[src/rtl/iop_pkg.sv]
package iop_pkg;

    localparam int WORD_W    = 32;
    localparam int CMD_WORDS = 4;

    // instruction operation that starts a command block
    localparam logic [1:0] INSTR_RUN = 2'd1;

    // command opcodes
    localparam logic [WORD_W-1:0] OPC_D2M = 32'd0;
    localparam logic [WORD_W-1:0] OPC_M2D = 32'd1;

    // special-request bit: keep data address fixed
    localparam int SPC_FIXED_BIT = 0;

    typedef enum logic [2:0] {
        S_IDLE,
        S_FETCH,
        S_DECODE,
        S_D2M,
        S_M2D_RD,
        S_M2D_PUSH,
        S_DONE
    } eng_state_e;

    typedef struct packed {
        logic [WORD_W-1:0] opcode;
        logic [WORD_W-1:0] daddr;
        logic [WORD_W-1:0] count;
        logic [WORD_W-1:0] special;
    } cmd_blk_t;

    function automatic logic opc_known(input logic [WORD_W-1:0] opc);
        return (opc == OPC_D2M) || (opc == OPC_M2D);
    endfunction

endpackage

[src/rtl/iop_cmd_store.sv]
module iop_cmd_store
    import iop_pkg::*;
(
    input  logic              clk,
    input  logic              rst,
    input  logic              wr,
    input  logic [1:0]        idx,
    input  logic [WORD_W-1:0] word,
    output cmd_blk_t          cmd
);

    for (genvar i = 0; i < CMD_WORDS; i++) begin : g_slot
        logic [WORD_W-1:0] q;
        always_ff @(posedge clk) begin
            if (rst)
                q <= '0;
            else if (wr && idx == 2'(i))
                q <= word;
        end
    end

    // block layout: word 0 opcode, 1 data address, 2 count, 3 special
    assign cmd.opcode  = g_slot[0].q;
    assign cmd.daddr   = g_slot[1].q;
    assign cmd.count   = g_slot[2].q;
    assign cmd.special = g_slot[3].q;

endmodule

[src/rtl/iop_dev_sel.sv]
module iop_dev_sel
    import iop_pkg::*;
#(
    parameter int NDEV = 4,
    parameter int DEVW = 2
)(
    input  logic                   clk,
    input  logic                   rst,
    input  logic [DEVW-1:0]        sel,
    input  logic                   pop_en,
    input  logic                   out_en,
    input  logic [NDEV-1:0]        in_valid,
    input  logic [NDEV*WORD_W-1:0] in_data,
    input  logic [NDEV-1:0]        out_ready,
    output logic                   sel_in_valid,
    output logic [WORD_W-1:0]      sel_in_data,
    output logic                   sel_out_ready,
    output logic [NDEV-1:0]        in_pop,
    output logic [NDEV-1:0]        out_valid
);

    for (genvar g = 0; g < NDEV; g++) begin : g_port
        assign in_pop[g]    = pop_en && (sel == DEVW'(g));
        assign out_valid[g] = out_en && (sel == DEVW'(g));
    end

    assign sel_in_valid  = in_valid[sel];
    assign sel_in_data   = in_data[sel*WORD_W +: WORD_W];
    assign sel_out_ready = out_ready[sel];

    // a single port strobed at a time
    p_pop_onehot_r12: assert property (@(posedge clk) disable iff (rst)
        $onehot0(in_pop));
    p_out_onehot_r12: assert property (@(posedge clk) disable iff (rst)
        $onehot0(out_valid));

endmodule

[src/rtl/iop_engine.sv]
module iop_engine
    import iop_pkg::*;
#(
    parameter int AW   = 12,
    parameter int DEVW = 2
)(
    input  logic              clk,
    input  logic              rst,
    input  logic              instr_valid,
    input  logic [1:0]        instr_op,
    input  logic [DEVW-1:0]   instr_dev,
    input  logic [AW-1:0]     instr_addr,
    output logic              busy,
    output logic              instr_reject,
    output logic              irq,
    output logic              irq_err,
    output logic              mem_req,
    output logic              mem_we,
    output logic [AW-1:0]     mem_addr,
    output logic [WORD_W-1:0] mem_wdata,
    input  logic              mem_gnt,
    input  logic [WORD_W-1:0] mem_rdata,
    input  cmd_blk_t          cmd,
    output logic              cmd_wr,
    output logic [1:0]        cmd_idx,
    output logic [WORD_W-1:0] cmd_word,
    output logic [DEVW-1:0]   dev_sel,
    output logic              pop_en,
    output logic              out_en,
    input  logic              sel_in_valid,
    input  logic [WORD_W-1:0] sel_in_data,
    input  logic              sel_out_ready,
    output logic [WORD_W-1:0] out_data
);

    eng_state_e        state;
    logic [1:0]        idx;
    logic [AW-1:0]     cmd_base;
    logic [AW-1:0]     cur_addr;
    logic [DEVW-1:0]   dev_q;
    logic [WORD_W-1:0] remain;
    logic [WORD_W-1:0] buf_q;
    logic              err_q;
    logic              reject_q;

    logic              step_fixed;
    logic [AW-1:0]     next_addr;
    logic              last_word;
    logic              unused_cmd_bits;

    assign step_fixed      = cmd.special[SPC_FIXED_BIT];
    assign next_addr       = step_fixed ? cur_addr : cur_addr + AW'(1);
    assign last_word       = (remain == WORD_W'(1));
    assign unused_cmd_bits = ^{cmd.daddr[WORD_W-1:AW], cmd.special[WORD_W-1:1]};

    always_ff @(posedge clk) begin
        if (rst) begin
            state    <= S_IDLE;
            idx      <= '0;
            cmd_base <= '0;
            cur_addr <= '0;
            dev_q    <= '0;
            remain   <= '0;
            buf_q    <= '0;
            err_q    <= 1'b0;
            reject_q <= 1'b0;
        end else begin
            reject_q <= instr_valid && (state != S_IDLE);
            case (state)
                S_IDLE: if (instr_valid) begin
                    dev_q    <= instr_dev;
                    cmd_base <= instr_addr;
                    idx      <= '0;
                    if (instr_op == INSTR_RUN) begin
                        err_q <= 1'b0;
                        state <= S_FETCH;
                    end else begin
                        err_q <= 1'b1;
                        state <= S_DONE;
                    end
                end
                S_FETCH: if (mem_gnt) begin
                    idx <= idx + 2'd1;
                    if (idx == 2'd3) state <= S_DECODE;
                end
                S_DECODE: begin
                    if (!opc_known(cmd.opcode)) begin
                        err_q <= 1'b1;
                        state <= S_DONE;
                    end else if (cmd.count == '0) begin
                        state <= S_DONE;
                    end else begin
                        cur_addr <= cmd.daddr[AW-1:0];
                        remain   <= cmd.count;
                        state    <= (cmd.opcode == OPC_D2M) ? S_D2M : S_M2D_RD;
                    end
                end
                S_D2M: if (sel_in_valid && mem_gnt) begin
                    cur_addr <= next_addr;
                    remain   <= remain - WORD_W'(1);
                    if (last_word) state <= S_DONE;
                end
                S_M2D_RD: if (mem_gnt) begin
                    buf_q <= mem_rdata;
                    state <= S_M2D_PUSH;
                end
                S_M2D_PUSH: if (sel_out_ready) begin
                    cur_addr <= next_addr;
                    remain   <= remain - WORD_W'(1);
                    state    <= last_word ? S_DONE : S_M2D_RD;
                end
                S_DONE:  state <= S_IDLE;
                default: state <= S_IDLE;
            endcase
        end
    end

    assign busy         = (state != S_IDLE);
    assign instr_reject = reject_q;
    assign irq          = (state == S_DONE);
    assign irq_err      = err_q;

    assign mem_req   = (state == S_FETCH) || (state == S_M2D_RD) ||
                       ((state == S_D2M) && sel_in_valid);
    assign mem_we    = (state == S_D2M);
    assign mem_addr  = (state == S_FETCH) ? cmd_base + AW'(idx) : cur_addr;
    assign mem_wdata = (state == S_D2M) ? sel_in_data : '0;

    assign cmd_wr   = (state == S_FETCH) && mem_gnt;
    assign cmd_idx  = idx;
    assign cmd_word = mem_rdata;

    assign dev_sel  = dev_q;
    assign pop_en   = (state == S_D2M) && sel_in_valid && mem_gnt;
    assign out_en   = (state == S_M2D_PUSH);
    assign out_data = buf_q;

    // an ungranted request is held unchanged
    p_req_hold_r2: assert property (@(posedge clk) disable iff (rst)
        mem_req && !mem_gnt |=> mem_req && $stable(mem_addr) &&
                                $stable(mem_we) && $stable(mem_wdata));
    // an offered device word stays until taken
    p_out_hold_r4: assert property (@(posedge clk) disable iff (rst)
        out_en && !sel_out_ready |=> out_en && $stable(out_data));
    // completion is a single-cycle pulse
    p_irq_pulse_r8: assert property (@(posedge clk) disable iff (rst)
        irq |=> !irq);
    // only a busy engine rejects
    p_reject_busy_r10: assert property (@(posedge clk) disable iff (rst)
        instr_reject |-> $past(busy));
    // no memory traffic while idle
    p_idle_quiet_r11: assert property (@(posedge clk) disable iff (rst)
        !busy |-> !mem_req);

endmodule

[src/rtl/cmd_iop.sv]
module cmd_iop
    import iop_pkg::*;
#(
    parameter int  NDEV = 4,
    parameter int  AW   = 12,
    localparam int DEVW = $clog2(NDEV)
)(
    input  logic                   clk,
    input  logic                   rst,
    input  logic                   instr_valid,
    input  logic [1:0]             instr_op,
    input  logic [DEVW-1:0]        instr_dev,
    input  logic [AW-1:0]          instr_addr,
    output logic                   busy,
    output logic                   instr_reject,
    output logic                   irq,
    output logic                   irq_err,
    output logic                   mem_req,
    output logic                   mem_we,
    output logic [AW-1:0]          mem_addr,
    output logic [WORD_W-1:0]      mem_wdata,
    input  logic                   mem_gnt,
    input  logic [WORD_W-1:0]      mem_rdata,
    input  logic [NDEV-1:0]        dev_in_valid,
    input  logic [NDEV*WORD_W-1:0] dev_in_data,
    output logic [NDEV-1:0]        dev_in_pop,
    output logic [NDEV-1:0]        dev_out_valid,
    output logic [WORD_W-1:0]      dev_out_data,
    input  logic [NDEV-1:0]        dev_out_ready
);

    cmd_blk_t          cmd;
    logic              cmd_wr;
    logic [1:0]        cmd_idx;
    logic [WORD_W-1:0] cmd_word;
    logic [DEVW-1:0]   dev_sel;
    logic              pop_en;
    logic              out_en;
    logic              sel_in_valid;
    logic [WORD_W-1:0] sel_in_data;
    logic              sel_out_ready;

    iop_cmd_store u_store (
        .clk  (clk),
        .rst  (rst),
        .wr   (cmd_wr),
        .idx  (cmd_idx),
        .word (cmd_word),
        .cmd  (cmd)
    );

    iop_dev_sel #(.NDEV(NDEV), .DEVW(DEVW)) u_sel (
        .clk           (clk),
        .rst           (rst),
        .sel           (dev_sel),
        .pop_en        (pop_en),
        .out_en        (out_en),
        .in_valid      (dev_in_valid),
        .in_data       (dev_in_data),
        .out_ready     (dev_out_ready),
        .sel_in_valid  (sel_in_valid),
        .sel_in_data   (sel_in_data),
        .sel_out_ready (sel_out_ready),
        .in_pop        (dev_in_pop),
        .out_valid     (dev_out_valid)
    );

    iop_engine #(.AW(AW), .DEVW(DEVW)) u_eng (
        .clk           (clk),
        .rst           (rst),
        .instr_valid   (instr_valid),
        .instr_op      (instr_op),
        .instr_dev     (instr_dev),
        .instr_addr    (instr_addr),
        .busy          (busy),
        .instr_reject  (instr_reject),
        .irq           (irq),
        .irq_err       (irq_err),
        .mem_req       (mem_req),
        .mem_we        (mem_we),
        .mem_addr      (mem_addr),
        .mem_wdata     (mem_wdata),
        .mem_gnt       (mem_gnt),
        .mem_rdata     (mem_rdata),
        .cmd           (cmd),
        .cmd_wr        (cmd_wr),
        .cmd_idx       (cmd_idx),
        .cmd_word      (cmd_word),
        .dev_sel       (dev_sel),
        .pop_en        (pop_en),
        .out_en        (out_en),
        .sel_in_valid  (sel_in_valid),
        .sel_in_data   (sel_in_data),
        .sel_out_ready (sel_out_ready),
        .out_data      (dev_out_data)
    );

endmodule

[config.mk]
export PLATFORM = sky130hd
export DESIGN_NAME = cmd_iop
export DESIGN_NICKNAME = d
export VERILOG_FILES = /design/src/rtl/iop_pkg.sv /design/src/rtl/iop_cmd_store.sv /design/src/rtl/iop_dev_sel.sv /design/src/rtl/iop_engine.sv /design/src/rtl/cmd_iop.sv
export SDC_FILE = /design/constraint.sdc
export NUM_CORES = 1
export LEC_CHECK = 0
export BUFFER_PORTS_ARGS = -buffer_cell sky130_fd_sc_hd__clkbuf_2
export CORE_MARGIN = 5
export CORE_UTILIZATION = 52
export DETAILED_ROUTE_END_ITERATION = 8
export MAX_ROUTING_LAYER = met4
export PLACE_DENSITY = 0.81
export SLEW_MARGIN = 20
export SYNTH_ARGS = -nofsm -noshare
export SYNTH_HDL_FRONTEND = slang
export SYNTH_SLANG_ARGS = --single-unit
[constraint.sdc]
create_clock -name clk -period 3.4 [get_ports clk]
set_input_delay 0.85 -clock clk [delete_from_list [all_inputs] [get_ports clk]]
set_output_delay 0.85 -clock clk [all_outputs]
set_load 0.01 [all_outputs]
; Word level (Yosys, flattened, before mapping)
; Cells that the tools add are included.
[totals]
register_bits = 174
inputBits = 188
out_inout_bits = 90
elab_cells = 116
[classes]
add_sub_neg = 4
n_lt_le_gt_ge = 1
n_eq_ne = 25
n_shift = 1
mux = 37
n_reduce_logical = 35
[op_table]
columns = operator, n
row1 = $mux 32, 5
row2 = $shiftx 128x8->32, 1
row3 = $pmux 32 s3, 1
row4 = $mux 12, 6
row5 = $eq 32x1->1 const B, 2
row6 = $logic_not 32->1, 2
row7 = $pmux 12 s3, 1
row8 = $mux 3, 11
row9 = $sub 32x1->32 const B, 1
row10 = $pmux 3 s6, 1
row11 = $logic_and 1x1->1, 17
row12 = $add 12x1->12 const B, 1
row13 = $add 12x2->12, 1
row14 = $ne 2x2->1 const B, 6
row15 = $eq 3x3->1 const B, 3
row16 = $eq 2x2->1 const B, 4
row17 = $ne 2x1->1 const B, 4
row18 = $reduce_and 7->1, 1
row19 = $eq 2x1->1 const B, 3
row20 = $eq 3x2->1 const B, 2
row21 = $mux 2, 3
row22 = $reduce_and 3->1, 2
row23 = $reduce_bool 3->1, 2
row24 = $mux 1, 5
row25 = other kinds (12), 18

; Logic depth before layout (Yosys ltp)
[logic_depth]
word_depth = 5
mapped_depth = 10
mapped_depth_nobuf = 8

; By module
; Synthesis repeated with hierarchy kept, for this count alone.
[unflattened]
hier_cells = 1326
area_unflattened_um2 = 11908.9
[modules_own_cells]
columns = module, instances, cells_per_inst, area_each_um2, seq_area_each_um2
row1 = iop_engine, 1, 820, 5906.9, 1941.9
row2 = iop_cmd_store, 1, 454, 5063.6, 2562.5
row3 = iop_dev_sel, 1, 52, 938.4, 0.0

; Least setup slack after synthesis
; OpenSTA, ideal clock, no wires.
[synth_timing]
kind = flip-flop to output port
startpoint = register u_eng.dev_q[0] (netlist: u_eng.dev_sel[0])
endpoint = output port mem_wdata[10]
t_arrival_ns = 1.898
required_ns = 2.550
path_slack_ns = 0.652
stages_incl_launch_ff = 5
path_buffers = 2
path_cell_list = dfxtp_1 -> clkbuf_1 -> buf_1 -> mux4_2 -> and2_1
[synth_via]
elab_chain_len = 2
[synth_lines]
columns = item, line_no
row1 = "start, declared", iop_engine.sv:40  ; logic [DEVW-1:0] dev_q;
row2 = "start signal, assigned", iop_engine.sv:71  ; dev_q <= instr_dev;
row3 = $shiftx 128x8->32, iop_dev_sel.sv:28  ; assign sel_in_data = in_data[sel*WORD_W +: WORD_W];
row4 = $mux 32, iop_engine.sv:127  ; assign mem_wdata = (state == S_D2M) ? sel_in_data : '0;
row5 = "end, declared", cmd_iop.sv:21  ; output logic [WORD_W-1:0] mem_wdata,
; Every way passes these cells.

; Final worst setup path
[layout_timing]
startpoint = register u_eng.idx[0] (netlist: u_eng.cmd_idx[0])
endpoint = output port mem_addr[8]
[layout_via]
elab_chain_len = 2
[layout_lines]
columns = item, line_no
row1 = "start, declared", iop_engine.sv:37  ; logic [1:0] idx;
row2 = "start signal, assigned", iop_engine.sv:83  ; idx <= idx + 2'd1;
row3 = $add 12x2->12, iop_engine.sv:126  ; assign mem_addr = (state == S_FETCH) ? cmd_base + AW'(idx) : cur_addr;
row4 = $mux 12, iop_engine.sv:126
row5 = "end, declared", cmd_iop.sv:20  ; output logic [AW-1:0] mem_addr,
; Every way passes these cells.

==> impl_metrics.tcl <==
set metrics [dict create \
    fp.dieW_um 143 \
    power_leakage_nw 4.51 \
    hold_viol_final 0 \
    max_cap_viol_count 0 \
    synthSimpleGateAreaFrac_pct 25.3 \
    die_area_sq_um 20300 \
    rsz0062_at_grt "false" \
    wl_per_cell_um 19.4 \
    p_switching_mw 2.65 \
    cts.clk_slew.worst_paths_ns 0.07 \
    diodes 0 \
    synth_fa_ha_area_share_pct 1.45 \
    min_period_over_period_pct 96.1 \
    yosys-mux-area-fraction_pct 8.94 \
    syn_to_final_growth_pct 23.8 \
    synth_top_area_cell "dfxtp_1" \
    fin_nets 1611 \
    grt_pass1_vias 9093 \
    cts_tree "built" \
    worst_pin_slew_ns 0.870 \
    holdWs_ns 0.454 \
    min_period_ns 3.27 \
    power_density_nw_per_um2 629 \
    clock_latency_ns 0.43 \
    p_int_mw 4.47 \
    synth.area.top_cells "dfxtp_1, nand2_1, a21oi_1" \
    drt_wl_total_um 32000 \
    synth_top_family_by_area "simple AND/OR/NAND/NOR gates" \
    synth_compound_area_share_pct 20.2 \
    vias_per_cell 5.97 \
    clock-skew-final_ns 0.0129 \
    antenna_found_initial 0 \
    synth_area_sq_um 9140 \
    layout_commonest_cell "nand2_1" \
    fp.dieH_um 143 \
    synth_seq_cells 174 \
    cts_hold_repair.buffers 0 \
    synth_area_per_cell_sq_um 7.74 \
    required_ns 2.55 \
    max_freq_mhz 306 \
    place_area_sq_um 10700 \
    grtUsageTotal_pct 31.4 \
    critPathKind "register to output port" \
    slew_headroom_pct 41.8 \
    irDropWorstVdd_uv 423 \
    cts.path.max_buffers 2 \
    power.share.sequential_pct 34.0 \
    synth-edff-count 0 \
    drt_iter0_drc 1070 \
    syn_inst 1180 \
    cts_buffers 17 \
    yosysTopAreaCellShare_pct 38.1 \
    place_congestion 1.02 \
    ys_seq_area_share_pct 38.1 \
    grt_pass1_wl_um 49300 \
    synth_xor_xnor_area_share_pct 1.15 \
    io_pins 278 \
    synth_nets 1378 \
    yosysWarnings 0 \
    drive_above_1_share_pct 26.7 \
    finalPower_mw 7.12 \
    place_inst 1619 \
    fillers 1517 \
    switching_share_pct 37.2 \
    detailroute.via_count 9856 \
    setup-tns-final_ns 0 \
    initial_core_util_pct 52.8 \
    end_kind "output port" \
    power_frac_clock_pct 28.3 \
    cts_root_buffer "clkbuf_16" \
    layout_common_cells "nand2_1, clkbuf_2, a21oi_1, dfxtp_1, nor2_1" \
    min_path_type "register to register" \
    ys_types 61 \
    arrival_ns 2.42 \
    cts.sinks 174 \
    ys_async_sr_fraction_pct 0 \
    rows 48 \
    synth_flop_cell "dfxtp_1" \
    cp_max_fo 5 \
    overflow 0 \
    grt_max_degree 174 \
    stdcell_count 1651 \
    core_area_sq_um 17300 \
    fin_area_sq_um 11300 \
    slew_viol_final 0 \
    postRouteAntennaNets 0 \
    io_buffer_count 277 \
    p_comb_share_pct 37.7 \
    start_kind "register" \
    status "finished clean" \
    dr.pass1.iters 7 \
    drc 0 \
    htree_levels 4 \
    setup_viol 0 \
    post-dp-hpwl_um 23500 \
]
routing by layer:
| metal | part of all wire, % | GRT usage [%] | routed length (um) | vias up |
|---|---|---|---|---|
| met5 | 0 | - | 0 | - |
| met2 | 48 | 50.1 | 15300 | 540 |
| li1 | - | - | - | 4624 |
| met1 | 40 | 40.5 | 12700 | 4624 |
| met3 | 10 | 6.28 | 3310 | 68 |
| met4 | 2.4 | 8.90 | 770 | 0 |
area by class of cell:
class | count | area [sq um] | area share, %
clock buffer | 24 | 472 | 4.17
clock inverter | 8 | 131 | 1.16
sequential | 174 | 3490 | 30.8
timing repair buffer | 304 | 1620 | 14.3
tap | 225 | 282 | 2.49
inverter | 27 | 101 | 0.896
multi-input combinational | 889 | 5220 | 46.2
logic make-up after synthesis:
logic type                 after synthesis
AOI/OAI and AO/OA                      316
xor gates and xnor gates                12
adders and majority gates               10
buffers and inverters                  117
DFF                                    174
muxes                                   40
and+or+nand+nor                        511
synthesized netlist by cell type, types with 5 or more instances:
cell type  number
nand2_1       302
a21oi_1       193
dfxtp_1       174
clkbuf_1       83
nor2_1         53
o21ai_0        41
and2_1         35
mux4_2         33
inv_1          27
nor4_1         23
nor3_1         22
nand3_1        15
o32ai_1        15
and3_1         11
nand2b_1       10
ha_1            9
a22oi_1         8
xor2_1          8
a31oi_1         7
nand4_1         7
a221oi_1        5
nor2b_1         5
nor3b_1         5
or3_1           5
path summary, 6_finish.rpt:
check	start	end	slack, ns	depth (start not counted)
max	u_eng.cmd_idx[0]	mem_addr[8]	0.13	8
min	u_eng.out_data[3]	u_eng.out_data[3]	0.45	2
max reg2reg	u_store.g_slot[0].q[1]	u_eng.cur_addr[1]	0.77	6
min reg2reg	u_eng.out_data[3]	u_eng.out_data[3]	0.45	2
what timing repair did:
action	in CTS	in global routing
gates resized for setup	1	0
setup endpoints to repair	2	0
buffers inserted	0	0
sequential cells by signal (all words and copies together) (netlist names), 2 cells and up:
register	flops
u_eng.cmd_idx	2
u_eng.state	3
u_eng.dev_sel	2
u_eng.cur_addr	12
u_eng.cmd_base	12
u_eng.remain	32
u_eng.out_data	32
u_store.g_slot.q	77
per-stage QoR:
stage | utilization, % | worst slack [ns]
floorplan | - | 0.652
global placement | 61.9 | 0.537
detailed placement | 61.9 | 0.459
CTS | 65.4 | 0.140
global route | 65.4 | 0.0164
finish | 65.4 | 0.132
critical path: stages, from the launching register on:
cell	delay, ns
dfxtp_1	0.42
ha_1	0.21
inv_1	0.06
fa_1	0.43
nor3b_2	0.32
nand2_1	0.11
xor2_1	0.16
a21oi_1	0.14
clkbuf_2	0.16
power by group through the flow:
stage	clock (mW)	combinational (mW)	sequential (mW)
5_1_grt	2.13	2.91	2.44
6_report	2.01	2.68	2.42
2_1_floorplan	0	1.76	2.42
3_5_place_dp	0	2.63	2.46
4_1_cts	2.03	2.65	2.41
3_3_place_gp	0	2.60	2.45
No activity file was read; power rests on OpenSTA's default activity.
